===== src/rtl/tstrip_decoder.sv =====
module tstrip_decoder #(
  parameter int IDX_W  = 8,
  parameter int WORD_W = 32
) (
  input  logic              clk,
  input  logic              rst,
  input  logic [WORD_W-1:0] in_data,
  input  logic              in_valid,
  output logic              in_ready,
  output logic [IDX_W-1:0]  tri_a,
  output logic [IDX_W-1:0]  tri_b,
  output logic [IDX_W-1:0]  tri_c,
  output logic              tri_last,
  output logic              tri_valid,
  input  logic              tri_ready,
  output logic              wrap_err
);
  localparam int BUF_W = 2 * WORD_W;
  localparam int CNT_W = $clog2(BUF_W + 1);
  localparam logic [CNT_W-1:0] HDR_BITS   = CNT_W'(IDX_W);
  localparam logic [CNT_W-1:0] FIRST_BITS = CNT_W'(3 * IDX_W);
  localparam logic [CNT_W-1:0] INC_BITS   = CNT_W'(2);
  localparam logic [CNT_W-1:0] EXP_BITS   = CNT_W'(IDX_W + 2);
  localparam logic [CNT_W-1:0] ROOM       = CNT_W'(WORD_W);

  typedef enum logic [1:0] {S_HDR, S_FIRST, S_STEP} st_t;

  st_t              st;
  logic [BUF_W-1:0] bits;
  logic [CNT_W-1:0] cnt;
  logic [IDX_W-1:0] rem;

  logic             slot_free, side, inc, fire, emit, accept;
  logic [CNT_W-1:0] need, take, kept;
  logic [IDX_W-1:0] n_idx;

  assign slot_free = !tri_valid || tri_ready;
  assign side      = bits[0];
  assign inc       = bits[1];
  assign n_idx     = inc ? tri_c + 1'b1 : bits[IDX_W+1:2];

  always_comb begin
    case (st)
      S_HDR:   need = HDR_BITS;
      S_FIRST: need = FIRST_BITS;
      default: need = (cnt >= INC_BITS && !inc) ? EXP_BITS : INC_BITS;
    endcase
  end

  assign fire     = (cnt >= need) && (st == S_HDR || slot_free);
  assign emit     = fire && st != S_HDR;
  assign take     = fire ? need : '0;
  assign kept     = cnt - take;
  assign in_ready = (cnt <= ROOM) && slot_free;
  assign accept   = in_valid && in_ready;

  always_ff @(posedge clk) begin
    if (rst) begin
      st        <= S_HDR;
      bits      <= '0;
      cnt       <= '0;
      rem       <= '0;
      tri_a     <= '0;
      tri_b     <= '0;
      tri_c     <= '0;
      tri_last  <= 1'b0;
      tri_valid <= 1'b0;
      wrap_err  <= 1'b0;
    end else begin
      bits <= (bits >> take) |
              (accept ? ({{(BUF_W-WORD_W){1'b0}}, in_data} << kept) : '0);
      cnt  <= kept + (accept ? ROOM : '0);
      if (emit) tri_valid <= 1'b1;
      else if (tri_ready) tri_valid <= 1'b0;
      if (fire) begin
        case (st)
          S_HDR: begin
            rem <= bits[IDX_W-1:0];
            st  <= S_FIRST;
          end
          S_FIRST: begin
            tri_a    <= bits[IDX_W-1:0];
            tri_b    <= bits[2*IDX_W-1:IDX_W];
            tri_c    <= bits[3*IDX_W-1:2*IDX_W];
            tri_last <= (rem == '0);
            st       <= (rem == '0) ? S_HDR : S_STEP;
          end
          default: begin
            tri_a    <= side ? tri_c : tri_a;
            tri_b    <= side ? tri_b : tri_c;
            tri_c    <= n_idx;
            tri_last <= (rem == IDX_W'(1));
            rem      <= rem - 1'b1;
            st       <= (rem == IDX_W'(1)) ? S_HDR : S_STEP;
            if (inc && (&tri_c)) wrap_err <= 1'b1;
          end
        endcase
      end
    end
  end
endmodule


===== config.mk =====
export PLATFORM = sky130hd
export DESIGN_NAME = tstrip_decoder
export DESIGN_NICKNAME = d
export VERILOG_FILES = /design/src/rtl/tstrip_decoder.sv
export SDC_FILE = /design/constraint.sdc
export NUM_CORES = 1
export LEC_CHECK = 0
export ABC_AREA = 1
export BUFFER_PORTS_ARGS = -buffer_cell sky130_fd_sc_hd__buf_2
export CAP_MARGIN = 15
export CORE_ASPECT_RATIO = 0.7
export CORE_UTILIZATION = 60
export DETAILED_ROUTE_END_ITERATION = 8
export GPL_ROUTABILITY_DRIVEN = 1
export GPL_TIMING_DRIVEN = 0
export HOLD_SLACK_MARGIN = 0.02
export PLACE_DENSITY = 0.91
export SKIP_LAST_GASP = 1
export SYNTH_ARGS = -nofsm -noshare
export SYNTH_HDL_FRONTEND = slang
export SYNTH_SLANG_ARGS = --single-unit

===== constraint.sdc =====
create_clock -name clk -period 4.9 [get_ports clk]
set_clock_uncertainty 0.15 [all_clocks]
set_input_delay 0.245 -clock clk [delete_from_list [all_inputs] [get_ports clk]]
set_output_delay 0.245 -clock clk [all_outputs]
set_load 0.02 [all_outputs]

==> results.tsv <==
metric	value	unit
outcome	finished clean	
Reg area	2140	um^2
syn_nets	1486	
Worst-Skew Late Latency	0.36	ns
Chip Height	101	um
Post-CTS Hold Buffers	0	
max_slew headroom	46.0	%
CP max stage cell	ha_1	
FMAX	212	MHz
worst path required time	5.03	ns
Mean Syn Cell Area	5.87	um^2
Sink Count	107	
Synth async-reset ratio	0	%
CP endpoint kind	register	
Die W	144	um
setup violators final	0	
WL final	33900	um
Worst Max-Slew Pin Slew	0.810	ns
endpoints failing hold	0	
number of global-route vias before repair	9417	
Layout Area Growth over Synthesis	10.5	%
DRT antenna net count	0	
grt total ovfl	0	
sequential area share after synthesis	25.3	%
initial antenna violation count	0	
number of setup buffers added after CTS	0	
non-filler cells, final	1702	
max-cap viol count	0	
gr usage total	47.6	%
crit-path cells	buf_6 > nor2_4 > inv_1 > buf_2 > ha_1 > nand2_1 > nor2_1 > nand2_1 > nand2_4 > nand2_4 > inv_2 > nand2_1 > clkbuf_4 > buf_4 > ha_1 > nand2_2 > nand2_1 > nand2_1 > nand2_2 > buf_4 > nand3_1 > nand2_1 > nand3_1 > a21oi_1	
cell mode on critical path	nand2_1	
initial core utilization	63.0	%
drt drc	0	
synth unique cells	47	
Clock transition at path regs	0.08	ns
Final Critical Period	4.71	ns
worst-path maximum fanout	19	
YS warnings	0	
first-pass GRT wire length	51600	um
die area	14600	um^2
vias	10762	
Nets	1557	
core box area	13400	um^2
Seq cells post-synth	107	
Hold Path Class	in2reg	
layout cell share with drive strength beyond 1	13.4	%
area of the multi-input gates	5380	um^2
# fillers	1265	
Vias/cell	6.32	
cell taking the most area after synthesis	dfxtp_1	
IO buf count	62	
Worst Setup Path Type	reg2reg	
Arr. time, crit path	4.84	ns
First-pass DRT Iterations	9	
fin. max-slew vios	0	
Mapped Cells	1441	
EDFF count, synth	0	
DR WL/cell	19.9	um
pin count of the biggest net entering global routing	22	
top cells by area, synth	dfxtp_1 (25%), nand2_1 (20%), nand3_1 (11%)	
clock buffer depth	2	
Clock Tree Root	clkbuf_16	
routability cong.	1.09	
Site Rows	35	
Synth top area share	25.3	%
RSZ-0062 raised after global routing	false	
r2r setup slk	0.19	ns
crit-path max cell delay	0.40	ns
htree depth	3	
IO Count	64	
Final period util	96.1	%
clock buffer count from CTS	9	
Syn Std Cell Area	8470	um^2
CTS tree	yes	
Diodes inserted	0	
Detailed Route Iter0 Violations	1936	
most used flip-flop cell after synthesis	dfxtp_1	
hpwl dp	27000	um
placed cell count	1688	
nature of the critical path startpoint	register	
path summary, 6_finish.rpt:
kind                            startpoint   endpoint  cells after the start
worst max register to register       st[1]   bits[42]                     24
worst min-delay path             tri_ready  tri_valid                      4
worst max-delay path                 st[1]   bits[42]                     24
worst min register to register    tri_a[1]   tri_a[1]                      2
kinds of logic after synthesis:
kind of cell	after synthesis	synth area share (%)
buf+inv	217	11.5
mux	8	0.946
simple gates	763	39.0
compound gates	332	21.5
fa+ha+maj	9	1.33
xor+xnor	5	0.517
flops	107	25.3
per-layer routing:
metal,share of wire [%],GRT usage (%),vias to the layer above
li1,-,-,4898
met1,40,67.9,4758
met2,36,62.9,985
met3,20,19.9,121
met4,3.6,15.8,0
met5,0,0.987,-
critical path, delay by kind of cell, from the launching register on:
| family | cells | cell delay [ns] |
|---|---|---|
| flops | 1 | 0.32 |
| fa+ha+maj | 2 | 0.75 |
| simple gates | 14 | 1.69 |
| compound gates | 1 | 0.19 |
| buf+inv | 7 | 1.51 |
cells in the mapped netlist (4+ instances only):
master,count
nand2_1,458
nand3_1,187
o21ai_0,162
inv_1,118
a21oi_1,107
dfxtp_1,107
nor2_1,62
buf_2,36
clkbuf_1,34
a21oi_2,18
o22ai_1,15
buf_4,13
nand2_2,13
ha_1,9
buf_6,8
mux2i_1,8
nand4_1,8
or2_2,8
a31oi_1,7
inv_2,7
nor2_2,6
nor3_1,6
a211oi_1,5
nand2_4,4
o21ai_1,4
state kept, by name (all words and copies together) (netlist names):
name       count
tri_last       1
wrap_err       1
tri_b          8
tri_valid      1
cnt            6
st             2
rem            8
tri_c          8
tri_a          8
bits          64
cell type report:
type | instances | area share (%)
flip-flops and latches | 107 | 22.9
well taps | 185 | 2.47
plain buffers | 89 | 5.44
inverters | 126 | 5.08
multi-input cells | 1117 | 57.5
clock buffers | 9 | 2.41
repair buffers | 62 | 3.32
clock inverters | 7 | 0.909
layout by cell type, fill, tap and decap left out, drive strengths merged, types with 11 or more instances in the layout:
master and n:
a21oi 125, buf 115, clkbuf 45, dfxtp 107, inv 128, nand2 475, nand3 191, nor2 70
o21ai 166, o22ai 15, or2 11
metrics by stage:
| step | setup slack (ns) | setup TNS [ns] | hold WS (ns) | instance area, um^2 | utilization, % |
|---|---|---|---|---|---|
| detailed placement | -0.793 | -44.98 | 0.286 | 9010 | 67.0 |
| global placement | -0.749 | -41.56 | 0.280 | 9010 | 67.0 |
| finish | 0.191 | 0 | 0.0831 | 9360 | 69.6 |
| floorplan | 0.576 | 0 | 0.295 | 8470 | - |
| global route | 0.0766 | 0 | 0.106 | 9360 | 69.6 |
| CTS | 0.114 | 0 | 0.0886 | 9340 | 69.5 |
repair_timing:
item | 4_1_cts | 5_1_grt
setup endpoints to repair | 67 | 63
resized for setup | 9 | 8
hold endpoints to repair | 0 | 0
Power is left out: the tool's default activity adds up to more than one toggle a clock period on the data nets, which glitch-free logic cannot reach.
